**config.mk**
```make
export PLATFORM = sky130hd
export DESIGN_NAME = nand_bus_front
export DESIGN_NICKNAME = d
export VERILOG_FILES = /design/src/rtl/nbf_pkg.sv /design/src/rtl/nbf_sync.sv /design/src/rtl/nbf_cycle_decode.sv /design/src/rtl/nbf_addr_gather.sv /design/src/rtl/nbf_read_port.sv /design/src/rtl/nand_bus_front.sv
export SDC_FILE = /design/constraint.sdc
export NUM_CORES = 1
export LEC_CHECK = 0
export ABC_AREA = 1
export ABC_CLOCK_PERIOD_IN_PS = 2600
export BUFFER_PORTS_ARGS = -buffer_cell sky130_fd_sc_hd__buf_2
export CORE_ASPECT_RATIO = 2
export CORE_MARGIN = 8
export CORE_UTILIZATION = 40
export DETAILED_ROUTE_END_ITERATION = 8
export PLACE_DENSITY = 0.63
export SLEW_MARGIN = 10
export SYNTH_ARGS = -nofsm -noshare
export SYNTH_HDL_FRONTEND = slang
export SYNTH_SLANG_ARGS = --single-unit
```
**constraint.sdc**
```tcl
create_clock -name clk -period 2.6 [get_ports clk]
set_clock_uncertainty 0.2 [all_clocks]
set_input_delay 0.13 -clock clk [delete_from_list [all_inputs] [get_ports clk]]
set_output_delay 0.13 -clock clk [all_outputs]
set_load 0.01 [all_outputs]
```
**src/rtl/nbf_pkg.sv**
```systemverilog
package nbf_pkg;

    typedef enum logic [1:0] {
        CYC_NONE = 2'd0,
        CYC_CMD  = 2'd1,
        CYC_ADDR = 2'd2,
        CYC_DATA = 2'd3
    } cyc_kind_t;

    typedef struct packed {
        logic ce_n;
        logic cle;
        logic ale;
        logic re_n;
        logic we_n;
        logic wp_n;
    } ctl_pins_t;

    localparam int CTL_W = 6;

    // Pin levels assumed while reset holds: deselected, no strobes, protected.
    localparam ctl_pins_t CTL_IDLE = '{ce_n: 1'b1, cle: 1'b0, ale: 1'b0,
                                       re_n: 1'b1, we_n: 1'b1, wp_n: 1'b0};

    function automatic logic is_modify_op(input logic [7:0] op);
        return (op == 8'h80) || (op == 8'h10) || (op == 8'h60) || (op == 8'hD0);
    endfunction

    function automatic cyc_kind_t classify(input ctl_pins_t p);
        cyc_kind_t k;
        if (p.ce_n || !p.re_n) begin
            k = CYC_NONE;
        end else begin
            unique case ({p.cle, p.ale})
                2'b10:   k = CYC_CMD;
                2'b01:   k = CYC_ADDR;
                2'b00:   k = CYC_DATA;
                default: k = CYC_NONE;
            endcase
        end
        return k;
    endfunction

    function automatic logic output_window(input ctl_pins_t p);
        return !p.ce_n && p.we_n && !p.cle && !p.ale;
    endfunction

endpackage

```
**src/rtl/nbf_sync.sv**
```systemverilog
module nbf_sync #(
    parameter int           W       = 8,
    parameter logic [W-1:0] RST_VAL = '0
) (
    input  logic         clk,
    input  logic         rst,
    input  logic [W-1:0] d,
    output logic [W-1:0] q
);
    logic [W-1:0] meta;

    always_ff @(posedge clk) begin
        if (rst) begin
            meta <= RST_VAL;
            q    <= RST_VAL;
        end else begin
            meta <= d;
            q    <= meta;
        end
    end
endmodule

```
**src/rtl/nbf_cycle_decode.sv**
```systemverilog
module nbf_cycle_decode
    import nbf_pkg::*;
#(
    parameter int DW = 8
) (
    input  logic              clk,
    input  logic              rst,
    input  ctl_pins_t         ctl,
    input  logic [DW-1:0]     io,
    output cyc_kind_t         ev_kind,
    output logic [DW-1:0]     ev_word,
    output logic              re_fall,
    output logic              out_cond
);
    logic we_q;
    logic re_q;
    logic we_rise;

    assign we_rise  = ctl.we_n && !we_q;
    assign re_fall  = !ctl.re_n && re_q;
    assign out_cond = output_window(ctl);

    always_ff @(posedge clk) begin
        if (rst) begin
            we_q    <= 1'b1;
            re_q    <= 1'b1;
            ev_kind <= CYC_NONE;
            ev_word <= '0;
        end else begin
            we_q    <= ctl.we_n;
            re_q    <= ctl.re_n;
            ev_kind <= we_rise ? classify(ctl) : CYC_NONE;
            if (we_rise) begin
                ev_word <= io;
            end
        end
    end
endmodule

```
**src/rtl/nbf_addr_gather.sv**
```systemverilog
module nbf_addr_gather
    import nbf_pkg::*;
#(
    parameter int ADDR_CYCLES = 4
) (
    input  logic                     clk,
    input  logic                     rst,
    input  cyc_kind_t                ev_kind,
    input  logic [7:0]               ev_byte,
    output logic                     addr_stb,
    output logic [8*ADDR_CYCLES-1:0] addr_word,
    output logic                     addr_err
);
    localparam int            CW   = $clog2(ADDR_CYCLES + 1);
    localparam logic [CW-1:0] LAST = CW'(ADDR_CYCLES - 1);
    localparam logic [CW-1:0] FULL = CW'(ADDR_CYCLES);

    logic [CW-1:0] cnt;

    always_ff @(posedge clk) begin
        if (rst) begin
            cnt       <= '0;
            addr_stb  <= 1'b0;
            addr_err  <= 1'b0;
            addr_word <= '0;
        end else begin
            addr_stb <= 1'b0;
            addr_err <= 1'b0;
            if (ev_kind == CYC_CMD) begin
                cnt <= '0;
            end else if (ev_kind == CYC_ADDR) begin
                if (cnt == FULL) begin
                    addr_err <= 1'b1;
                end else begin
                    addr_word[int'(cnt)*8 +: 8] <= ev_byte;
                    cnt <= cnt + 1'b1;
                    if (cnt == LAST) begin
                        addr_stb <= 1'b1;
                    end
                end
            end
        end
    end
endmodule

```
**src/rtl/nbf_read_port.sv**
```systemverilog
module nbf_read_port #(
    parameter int DW = 8
) (
    input  logic          clk,
    input  logic          rst,
    input  logic          out_cond,
    input  logic          re_fall,
    input  logic [DW-1:0] rd_data,
    output logic          rd_req,
    output logic          io_oe,
    output logic [DW-1:0] io_out
);
    always_ff @(posedge clk) begin
        if (rst) begin
            io_oe  <= 1'b0;
            rd_req <= 1'b0;
            io_out <= '0;
        end else begin
            io_oe  <= out_cond;
            rd_req <= re_fall && out_cond;
            if (rd_req) begin
                io_out <= rd_data;
            end
        end
    end
endmodule

```
**src/rtl/nand_bus_front.sv**
```systemverilog
module nand_bus_front
    import nbf_pkg::*;
#(
    parameter int DW          = 8,
    parameter int ADDR_CYCLES = 4
) (
    input  logic                     clk,
    input  logic                     rst,
    input  logic                     ce_n,
    input  logic                     cle,
    input  logic                     ale,
    input  logic                     re_n,
    input  logic                     we_n,
    input  logic                     wp_n,
    input  logic [DW-1:0]            io_in,
    output logic [DW-1:0]            io_out,
    output logic                     io_oe,
    input  logic [DW-1:0]            rd_data,
    output logic                     rd_req,
    output logic                     cmd_stb,
    output logic [7:0]               cmd_byte,
    output logic                     cmd_reject,
    output logic                     addr_stb,
    output logic [8*ADDR_CYCLES-1:0] addr_word,
    output logic                     addr_err,
    output logic                     data_stb,
    output logic [DW-1:0]            data_word,
    output logic                     standby
);
    localparam int                SW      = CTL_W + DW;
    localparam logic [SW-1:0]     SYNC_RV = {CTL_IDLE, {DW{1'b0}}};

    logic [SW-1:0] pins_s;
    ctl_pins_t     ctl_s;
    logic [DW-1:0] io_s;
    logic          wp_s;
    cyc_kind_t     ev_kind;
    logic [DW-1:0] ev_word;
    logic          re_fall;
    logic          out_cond;

    nbf_sync #(.W(SW), .RST_VAL(SYNC_RV)) u_sync (
        .clk (clk),
        .rst (rst),
        .d   ({ce_n, cle, ale, re_n, we_n, wp_n, io_in}),
        .q   (pins_s)
    );

    assign ctl_s   = ctl_pins_t'(pins_s[DW +: CTL_W]);
    assign io_s    = pins_s[DW-1:0];
    assign wp_s    = ctl_s.wp_n;
    assign standby = ctl_s.ce_n;

    nbf_cycle_decode #(.DW(DW)) u_dec (
        .clk      (clk),
        .rst      (rst),
        .ctl      (ctl_s),
        .io       (io_s),
        .ev_kind  (ev_kind),
        .ev_word  (ev_word),
        .re_fall  (re_fall),
        .out_cond (out_cond)
    );

    nbf_addr_gather #(.ADDR_CYCLES(ADDR_CYCLES)) u_addr (
        .clk       (clk),
        .rst       (rst),
        .ev_kind   (ev_kind),
        .ev_byte   (ev_word[7:0]),
        .addr_stb  (addr_stb),
        .addr_word (addr_word),
        .addr_err  (addr_err)
    );

    nbf_read_port #(.DW(DW)) u_rd (
        .clk      (clk),
        .rst      (rst),
        .out_cond (out_cond),
        .re_fall  (re_fall),
        .rd_data  (rd_data),
        .rd_req   (rd_req),
        .io_oe    (io_oe),
        .io_out   (io_out)
    );

    // Command gate: protected opcodes are refused while write protect is low.
    always_ff @(posedge clk) begin
        if (rst) begin
            cmd_stb    <= 1'b0;
            cmd_reject <= 1'b0;
            cmd_byte   <= '0;
            data_stb   <= 1'b0;
            data_word  <= '0;
        end else begin
            cmd_stb    <= 1'b0;
            cmd_reject <= 1'b0;
            data_stb   <= 1'b0;
            if (ev_kind == CYC_CMD) begin
                cmd_byte <= ev_word[7:0];
                if (is_modify_op(ev_word[7:0]) && !wp_s) begin
                    cmd_reject <= 1'b1;
                end else begin
                    cmd_stb <= 1'b1;
                end
            end
            if (ev_kind == CYC_DATA) begin
                data_stb  <= 1'b1;
                data_word <= ev_word;
            end
        end
    end
endmodule

```
==> results.json, run 1 <==
{
  "status": "finished clean",
  "reg2reg_slack_ps": 420,
  "peakVddDrop_uv": 439,
  "dieArea_sq_mm": 0.0135,
  "initial_utilization": 0.409,
  "drive_gt1_frac": 0.214,
  "drt-vias-per-instance": 4.62,
  "cts_buffer_depth": 2,
  "finalCriticalPeriod_ps": 2180,
  "syn_inst": 508,
  "ys_ff_latch": 106,
  "p_per_area_mw_per_mm2": 621,
  "synth_area_sq_mm": 0.00394,
  "worstMarginPinSlew_ps": 541,
  "place_ws_ps": 433,
  "crit_type": "reg2reg",
  "crit_slowest_cell": "dfxtp_1",
  "die_w_microns": 86.2,
  "grt_usage": 0.152,
  "drc_errors": 0,
  "register_area_sq_mm": 0.00212,
  "ios": 88,
  "fmax_mhz": 459,
  "slowest_delay_ps": 390,
  "fill_cells": 938,
  "design_area_sq_mm": 0.00502,
  "slew_violations": 0,
  "ys_seq_area_frac": 0.539,
  "avgSynthCellArea_sq_um": 7.75,
  "vias": 3484,
  "routabilityCongestion": 0.882,
  "worst-endpoint-required_ps": 2690,
  "path_buf_inv": 2,
  "nets": 646,
  "ys_warn_count": 0,
  "dp_hpwl_mm": 7.51,
  "finalHoldViolCount": 0,
  "setup_violations": 0,
  "synth.distinct_cells": 24,
  "grt_overflow": 0,
  "areaGrowthSynthToFinish_pct": 27.4,
  "cts_buffers": 9,
  "synth_ff_type": "dfxtp_1",
  "fin_hold_ws_ps": 51.0,
  "holdPathEnd": "u_sync.meta[11]",
  "antenna_found_initial": 0,
  "reg2reg_depth": 10,
  "rr_startpoint": "u_addr.cnt[1]",
  "finalSetupTns_ps": 0,
  "async_reset_ff_frac": 0,
  "cp_data_arrival_time_ps": 2270,
  "clock_latency_ps": 350,
  "grt_pass1_vias": 3376,
  "end_kind": "flip-flop",
  "root_buffer": "clkbuf_16",
  "cts_htree_levels": 3,
  "holdPathStages": 3,
  "fin_crit_sh": 0.838,
  "start_kind": "flip-flop",
  "rows": 51,
  "worst_slack_ps": 422,
  "grt_max_degree": 46,
  "antenna_left": 0,
  "power_mw": 3.12,
  "rsz0062_at_grt": "no",
  "cts.sinks": 106,
  "io_buffers": 87,
  "p_leak_nw": 2.37,
  "core_sq_mm": 0.00964,
  "synth_edf_count": 0,
  "syn_nets": 537,
  "post_cts_resized": 0,
  "cp_top_family": "simple AND/OR/NAND/NOR gates",
  "placed_cell_area_sq_mm": 0.00451,
  "routed_wirelength_mm": 10.1,
  "r2r-end": "u_addr.addr_word[4]",
  "cp_max_fo": 9,
  "slew_headroom": 0.637,
  "die_h_microns": 156,
  "hold_path_class": "in2reg",
  "wire_per_inst_microns": 13.4,
  "clk_pin_slew_ps": 70,
  "grt_pass1_wl_mm": 16.0,
  "cts_setup_buffers": 0,
  "cap_violations": 0,
  "first_iter_violations": 103,
  "first_pass_iters": 4,
  "crit_path_start": "u_addr.cnt[1]",
  "min_from": "rst",
  "cp_cell_sequence": "inv_1 > ha_1 > ha_1 > inv_2 > nand3_2 > nor2_2 > nand2_2 > nand2_1 > nand2_1 > nor2_1",
  "multi_input_area_sq_mm": 0.00154,
  "cts_tree": "done"
}
-- metrics by stage --
step | utilization | std cells
floorplan | - | 508
global placement | 0.468 | 716
detailed placement | 0.468 | 716
CTS | 0.520 | 753
global route | 0.520 | 753
finish | 0.521 | 754
-- registers in the layout, indices dropped and copies added, names as in the netlist, 2 cells and up --
name              flops
u_dec.ev_kind         2
u_addr.cnt            3
u_dec.ev_word         8
data_word             8
u_sync.q             14
u_rd.io_out           8
u_addr.addr_word     32
cmd_byte              8
u_sync.meta          14
-- cell usage in the layout, fill, tap and decap left out --
| cell type | count |
|---|---|
| clkinv_1 | 1 |
| nand2_2 | 3 |
| nor3_4 | 1 |
| o21ai_0 | 32 |
| nor2_1 | 125 |
| or2_2 | 7 |
| dlygate4sd3_1 | 22 |
| nand4_1 | 4 |
| clkinvlp_4 | 1 |
| inv_2 | 4 |
| diode_2 | 1 |
| dfxtp_1 | 106 |
| clkbuf_16 | 9 |
| a21oi_1 | 20 |
| buf_2 | 87 |
| inv_1 | 48 |
| nand3_2 | 1 |
| o21bai_1 | 1 |
| nor3_2 | 1 |
| bufinv_16 | 1 |
| nor2_2 | 3 |
| clkbuf_1 | 1 |
| nor3_1 | 4 |
| nand2_1 | 64 |
| nand3_1 | 54 |
| clkinv_4 | 1 |
| a211oi_1 | 1 |
| inv_4 | 1 |
| clkinv_2 | 2 |
| ha_1 | 5 |
| buf_4 | 6 |
| nor2_4 | 5 |
-- worst min-delay path: cells and delay by family --
family,cells,cell delay [ps]
and+or+nand+nor,1,110
buffers and inverters,2,320
-- how the worst max path moves through the flow --
stage | depth (start not counted) | endpoint
after global routing | 10 | u_addr.addr_word[1]
after CTS | 10 | u_addr.addr_word[2]
after floorplan | 10 | u_addr.addr_word[4]
final | 10 | u_addr.addr_word[4]
after detailed placement | 10 | u_addr.addr_word[4]
after global placement | 9 | u_addr.addr_word[6]
-- synth_stat cells, types with 4 or more instances --
cell type	number	share of area
nand3_1	54	0.069
clkbuf_1	8	0.0076
a21oi_1	20	0.025
nor2_4	5	0.014
ha_1	5	0.016
dfxtp_1	106	0.54
nand4_1	4	0.0064
or2_2	7	0.011
inv_1	48	0.046
buf_2	9	0.011
nor2_1	125	0.12
o21ai_0	32	0.041
nand2_1	64	0.061
nor3_1	4	0.0051
inv_2	4	0.0038
-- power by group --
part | internal [mW] | leakage [nW] | total [mW] | switching [mW]
registers | 1.65 | 0.861 | 1.66 | 0.0109
logic | 0.0626 | 1.37 | 0.137 | 0.0745
clock network | 0.739 | 0.138 | 1.32 | 0.580
total | 2.45 | 2.37 | 3.12 | 0.665
-- logic make-up (layout without fill, tap and decap cells) --
group | after synthesis | after routing | share of synthesized area
buffers and inverters | 71 | 184 | 0.0712
DFF | 106 | 106 | 0.539
adders and majority gates | 5 | 5 | 0.0159
AOI/OAI and AO/OA | 54 | 54 | 0.0699
other | 0 | 1 | 0
and+or+nand+nor | 272 | 272 | 0.304
-- timing repair --
item                                    CTS  global route
endpoints found under the hold margin    22             0
endpoints found under the setup margin    0             0
hold buffers                             22             0
-- layer usage --
| metal | vias to the layer above | global-route usage | routed length [microns] |
|---|---|---|---|
| met5 | - | 0 | 0 |
| li1 | 1815 | - | - |
| met2 | 67 | 0.294 | 5730 |
| met4 | 0 | 0.101 | 358 |
| met1 | 1583 | 0.134 | 3590 |
| met3 | 19 | 0.0336 | 445 |
-- layout make-up --
| cell class | count | area share |
|---|---|---|
| multi-input cells | 331 | 0.306 |
| inverters | 54 | 0.0409 |
| repair buffers | 115 | 0.140 |
| flip-flops and latches | 106 | 0.423 |
| diodes | 1 | 0.000499 |
| clock inverters | 5 | 0.0112 |
| clock buffers | 10 | 0.0456 |
| well taps | 132 | 0.0329 |
Note: power is estimated with default switching activity, not from simulation.
==> run 2: changes to the inputs <==
--- a/config.mk
+++ b/config.mk
@@ -6,7 +6,7 @@
 export NUM_CORES = 1
 export LEC_CHECK = 0
 export ABC_AREA = 1
-export ABC_CLOCK_PERIOD_IN_PS = 2600
+export ABC_CLOCK_PERIOD_IN_PS = 2200
 export BUFFER_PORTS_ARGS = -buffer_cell sky130_fd_sc_hd__buf_2
 export CORE_ASPECT_RATIO = 2
 export CORE_MARGIN = 8
==> constraint.sdc (replaced) <==
create_clock -name clk -period 2.2 [get_ports clk]
set_clock_uncertainty 0.2 [all_clocks]
set_input_delay 0.11 -clock clk [delete_from_list [all_inputs] [get_ports clk]]
set_output_delay 0.11 -clock clk [all_outputs]
set_load 0.01 [all_outputs]
==> run 2 against run 1 <==
Compared with the run above:
- routed wire length increased by 0.85%
- core utilization about the same
- first-iteration DRC count increased by 91%
- total power increased by 15%
- sequential power grew 18%
- die area unchanged
- highest routed layer unchanged
==> results.json, run 2 (synthesis results as in run 1) <==
{
  "status": "finished clean",
  "fin_hold_ws_ps": 42.9,
  "cp_data_arrival_time_ps": 2170,
  "reg2reg_depth": 7,
  "io_buffers": 87,
  "antenna_found_initial": 0,
  "rows": 51,
  "worst-endpoint-required_ps": 2240,
  "fill_cells": 941,
  "slew_headroom": 0.652,
  "finalCriticalPeriod_ps": 2120,
  "wire_per_inst_microns": 13.5,
  "cp_max_fo": 4,
  "holdPathEnd": "u_sync.meta[11]",
  "clock_latency_ps": 340,
  "grt_pass1_vias": 3513,
  "r2r-end": "u_addr.addr_word[0]",
  "root_buffer": "clkbuf_16",
  "holdPathStages": 3,
  "drt-vias-per-instance": 4.64,
  "cts.sinks": 106,
  "peakVddDrop_uv": 500,
  "register_area_sq_mm": 0.00212,
  "first_pass_iters": 4,
  "dieArea_sq_mm": 0.0135,
  "start_kind": "flip-flop",
  "cts_tree": "done",
  "fin_crit_sh": 0.965,
  "path_buf_inv": 1,
  "clk_pin_slew_ps": 70,
  "grt_max_degree": 38,
  "crit_slowest_cell": "nor3_1",
  "dp_hpwl_mm": 7.73,
  "grt_usage": 0.157,
  "initial_utilization": 0.409,
  "cp_top_family": "simple AND/OR/NAND/NOR gates",
  "vias": 3510,
  "cp_cell_sequence": "inv_1 > ha_1 > ha_1 > nor3_1 > nand3_1 > nand2_1 > nor2_1",
  "finalHoldViolCount": 0,
  "drc_errors": 0,
  "drive_gt1_frac": 0.216,
  "die_h_microns": 156,
  "reg_top3": "u_addr.addr_word: 32 flops, u_sync.meta: 14 flops, u_sync.q: 14 flops",
  "grt_pass1_wl_mm": 16.5,
  "min_from": "rst",
  "cts_htree_levels": 3,
  "end_kind": "flip-flop",
  "cp_common_cell": "ha_1",
  "routed_wirelength_mm": 10.2,
  "areaGrowthSynthToFinish_pct": 27.4,
  "grt_overflow": 0,
  "first_iter_violations": 197,
  "hold_path_class": "in2reg",
  "antenna_left": 0,
  "cts_buffers": 9,
  "cap_violations": 0,
  "setup_violations": 0,
  "finalSetupTns_ps": 0,
  "slowest_delay_ps": 460,
  "p_per_area_mw_per_mm2": 716,
  "multi_input_area_sq_mm": 0.00154,
  "die_w_microns": 86.2,
  "post_cts_resized": 0,
  "final_cell_mix": "125 x nor2_1, 106 x dfxtp_1, 87 x buf_2",
  "reg2reg_slack_ps": 80,
  "p_leak_nw": 2.38,
  "final_common_cell": "nor2_1",
  "rsz0062_at_grt": "no",
  "crit_type": "reg2reg",
  "ios": 88,
  "nets": 648,
  "regMostFlops": "u_addr.addr_word",
  "fmax_mhz": 471,
  "cts_buffer_depth": 2,
  "slew_violations": 0,
  "largest_reg_flops": 32,
  "core_sq_mm": 0.00964,
  "rr_startpoint": "u_addr.cnt[1]",
  "worstMarginPinSlew_ps": 518,
  "antenna_cells": 0,
  "routabilityCongestion": 0.902
}
==> run 2: cell type report <==
type,count,area share
well taps,132,0.0329
clock inverters,4,0.00548
multi-input cells,331,0.306
flip-flops and latches,106,0.423
inverters,54,0.0409
clock buffers,12,0.0491
repair buffers,117,0.143
==> run 2: timing repair <==
item                                   in CTS  in global routing
hold buffers                               22                  0
endpoints found under the hold margin      22                  0
setup endpoints to repair                   0                  0
setup buffers                               0                  0
==> run 2: how the worst max path moves through the flow <==
stage / from / to / depth (start not counted)
detailed placement: u_addr.cnt[1] / u_addr.addr_word[0] / 7
global route: u_addr.cnt[1] / u_addr.addr_word[0] / 7
finish: u_addr.cnt[1] / u_addr.addr_word[0] / 7
global placement: u_addr.cnt[1] / u_addr.addr_word[1] / 7
CTS: u_addr.cnt[1] / u_addr.addr_word[0] / 7
floorplan: u_addr.cnt[0] / u_addr.addr_word[4] / 10
==> run 2: power breakdown <==
group          internal, mW  total [mW]  switching [mW]
registers              1.95        1.96          0.0133
clock network         0.799        1.47           0.667
logic                0.0740       0.162          0.0881
==> run 2: worst reg2reg max path: cells and delay by family (launching register included) <==
| family | cells | cell delay, ps |
|---|---|---|
| AND/OR/NAND/NOR | 4 | 780 |
| flip-flops | 1 | 410 |
| buffers and inverters | 1 | 100 |
| adder cells (fa/ha/maj) | 2 | 540 |
==> run 2: per-layer routing <==
metal  vias to the layer above  global-route usage  share of wire
met5                         -                   0              0
met4                         0               0.130          0.054
met3                        33              0.0278          0.038
met2                        84               0.298           0.56
met1                      1572               0.137           0.35
li1                       1821                   -              -
==> run 2: stage by stage <==
step / utilization / std cells / setup WS (ps) / instance area (sq um) / power (mW)
CTS: 0.521 / 756 / 65.7 / 5020 / 3.63
floorplan: - / 508 / 233 / 3940 / 2.09
global route: 0.521 / 756 / 9.35 / 5020 / 3.73
global placement: 0.470 / 718 / 117 / 4520 / 2.14
finish: 0.521 / 756 / 77.7 / 5020 / 3.59
detailed placement: 0.470 / 718 / 71.9 / 4520 / 2.14
==> run 3: changes to the inputs <==
--- a/config.mk
+++ b/config.mk
@@ -6,7 +6,7 @@
 export NUM_CORES = 1
 export LEC_CHECK = 0
 export ABC_AREA = 1
-export ABC_CLOCK_PERIOD_IN_PS = 2200
+export ABC_CLOCK_PERIOD_IN_PS = 2490
 export BUFFER_PORTS_ARGS = -buffer_cell sky130_fd_sc_hd__buf_2
 export CORE_ASPECT_RATIO = 2
 export CORE_MARGIN = 8
==> constraint.sdc (replaced) <==
create_clock -name clk -period 2.49 [get_ports clk]
set_clock_uncertainty 0.2 [all_clocks]
set_input_delay 0.1245 -clock clk [delete_from_list [all_inputs] [get_ports clk]]
set_output_delay 0.1245 -clock clk [all_outputs]
set_load 0.01 [all_outputs]
==> run 3 against run 2 <==
Compared with the run above:
- core utilization increased by 0.052 points
- critical endpoint is now u_addr.addr_word[1]
- largest power group unchanged
- flip-flop and latch count unchanged
- routed wire length decreased by 3.4%
==> results.json, run 3 (synthesis results as in run 1) <==
{
  "status": "finished clean",
  "cp_data_arrival_time_ps": 2280,
  "cap_violations": 0,
  "cp_max_fo": 9,
  "post_cts_resized": 0,
  "power_frac_clock": 0.429,
  "worstMarginPinSlew_ps": 521,
  "cts.sinks": 106,
  "areaGrowthSynthToFinish_pct": 27.5,
  "drt-vias-per-instance": 4.54,
  "cp_top_family": "simple AND/OR/NAND/NOR gates",
  "antenna_found_initial": 0,
  "grt_pass1_vias": 3309,
  "end_kind": "flip-flop",
  "finalCriticalPeriod_ps": 2200,
  "cp_cell_sequence": "inv_1 > ha_1 > ha_1 > inv_2 > nand3_2 > nor2_2 > nand2_2 > inv_2 > nor2_1 > nor2_1",
  "path_buf_inv": 3,
  "worst-endpoint-required_ps": 2570,
  "fmax_mhz": 455,
  "grt_max_degree": 46,
  "crit_slowest_cell": "dfxtp_1",
  "place_ws_ps": 333,
  "cts_buffers": 9,
  "r2r-end": "u_addr.addr_word[1]",
  "first_iter_violations": 119,
  "p_per_area_mw_per_mm2": 654,
  "p_sw_frac": 0.211,
  "dp_hpwl_mm": 7.44,
  "power.internal_mw": 2.59,
  "fin_crit_sh": 0.882,
  "grt_pass1_wl_mm": 15.8,
  "crit_path_start": "u_addr.cnt[1]",
  "wire_per_inst_microns": 13.1,
  "start_kind": "flip-flop",
  "p_leak_nw": 2.37,
  "first_pass_iters": 4,
  "die_h_microns": 156,
  "setup_violations": 0,
  "root_buffer": "clkbuf_16",
  "comb_power_share": 0.043,
  "slew_headroom": 0.650,
  "reg2reg_slack_ps": 290,
  "cts_buffer_depth": 2,
  "reg2reg_depth": 10,
  "crit_type": "reg2reg",
  "routabilityCongestion": 0.882,
  "slew_violations": 0,
  "worst_slack_ps": 293,
  "regMostFlops": "u_addr.addr_word",
  "drc_errors": 0,
  "rr_startpoint": "u_addr.cnt[1]",
  "cts_htree_levels": 3,
  "grt_usage": 0.152,
  "peakVddDrop_uv": 419,
  "die_w_microns": 86.2,
  "dieArea_sq_mm": 0.0135,
  "antenna_left": 0,
  "seqPwrFrac": 0.528,
  "core_sq_mm": 0.00964,
  "p_switching_uw": 694,
  "cts_tree": "done",
  "initial_utilization": 0.409,
  "hold_path_class": "in2reg",
  "largest_reg_flops": 32,
  "routed_wirelength_mm": 9.87,
  "vias": 3416,
  "rows": 51,
  "ios": 88,
  "grt_overflow": 0,
  "endpoint": "u_addr.addr_word[1]",
  "rsz0062_at_grt": "no",
  "finalSetupTns_ps": 0,
  "drive_gt1_frac": 0.214,
  "slowest_delay_ps": 400,
  "final_cell_mix": "125 x nor2_1, 106 x dfxtp_1, 87 x buf_2",
  "io_buffers": 87,
  "antenna_cells": 0,
  "clock_latency_ps": 350,
  "clk_pin_slew_ps": 70,
  "reg_top3": "u_addr.addr_word: 32 flops, u_sync.meta: 14 flops, u_sync.q: 14 flops",
  "finalHoldViolCount": 0,
  "cp.depth": 10,
  "nets": 646,
  "final_common_cell": "nor2_1"
}
run 3: per-layer routing:
layer,track usage,part of all wire,wire length (microns)
met3,0.0336,0.047,467
met2,0.300,0.56,5560
met1,0.135,0.36,3590
met4,0.0800,0.026,256
met5,0,0,0
run 3: cell type report:
cell class | count | area [sq um]
Clock inverter | 4 | 51.3
Fill cell | 945 | 4610
Tap cell | 132 | 165
Sequential cell | 106 | 2120
Multi-Input combinational cell | 331 | 1540
Inverter | 54 | 205
Clock buffer | 11 | 243
Timing Repair Buffer | 115 | 701
run 3: what timing repair did:
item | 4_1_cts | 5_1_grt
hold endpoints to repair | 22 | 0
buffers inserted | 0 | 0
hold buffers | 22 | 0
run 3: power groups by stage:
| stage | sequential (mW) | combinational (mW) | clock [mW] |
|---|---|---|---|
| after floorplan | 1.77 | 0.0738 | 0 |
| after global placement | 1.77 | 0.115 | 0 |
| after detailed placement | 1.77 | 0.117 | 0 |
| after CTS | 1.73 | 0.144 | 1.44 |
| after global routing | 1.74 | 0.162 | 1.50 |
| final | 1.73 | 0.143 | 1.41 |
run 3: how the worst min path moves through the flow:
stage / start / endpoint / cells after the start / slack, ps
finish: rst / u_dec.we_q / 4 / 50
global route: rst / u_dec.re_q / 4 / 70
CTS: rst / u_dec.we_q / 4 / 40
global placement: ce_n / u_sync.meta[13] / 2 / 110
detailed placement: re_n / u_sync.meta[10] / 2 / 110
floorplan: re_n / u_sync.meta[10] / 1 / 30
run 3: tightest hold or removal path: stages:
cell and delay (ps):
buf_2 90, clkinv_1 50, buf_4 210, nand2_1 90
run 3: stage by stage:
step / hold slack (ps) / instance area [sq um] / utilization / std cells / power, mW
floorplan: 28.3 / 3940 / - / 508 / 1.84
global placement: 107 / 4510 / 0.468 / 716 / 1.89
detailed placement: 109 / 4510 / 0.468 / 716 / 1.89
CTS: 41.7 / 5020 / 0.521 / 753 / 3.31
global route: 70.8 / 5020 / 0.521 / 753 / 3.39
finish: 45.3 / 5020 / 0.521 / 753 / 3.29
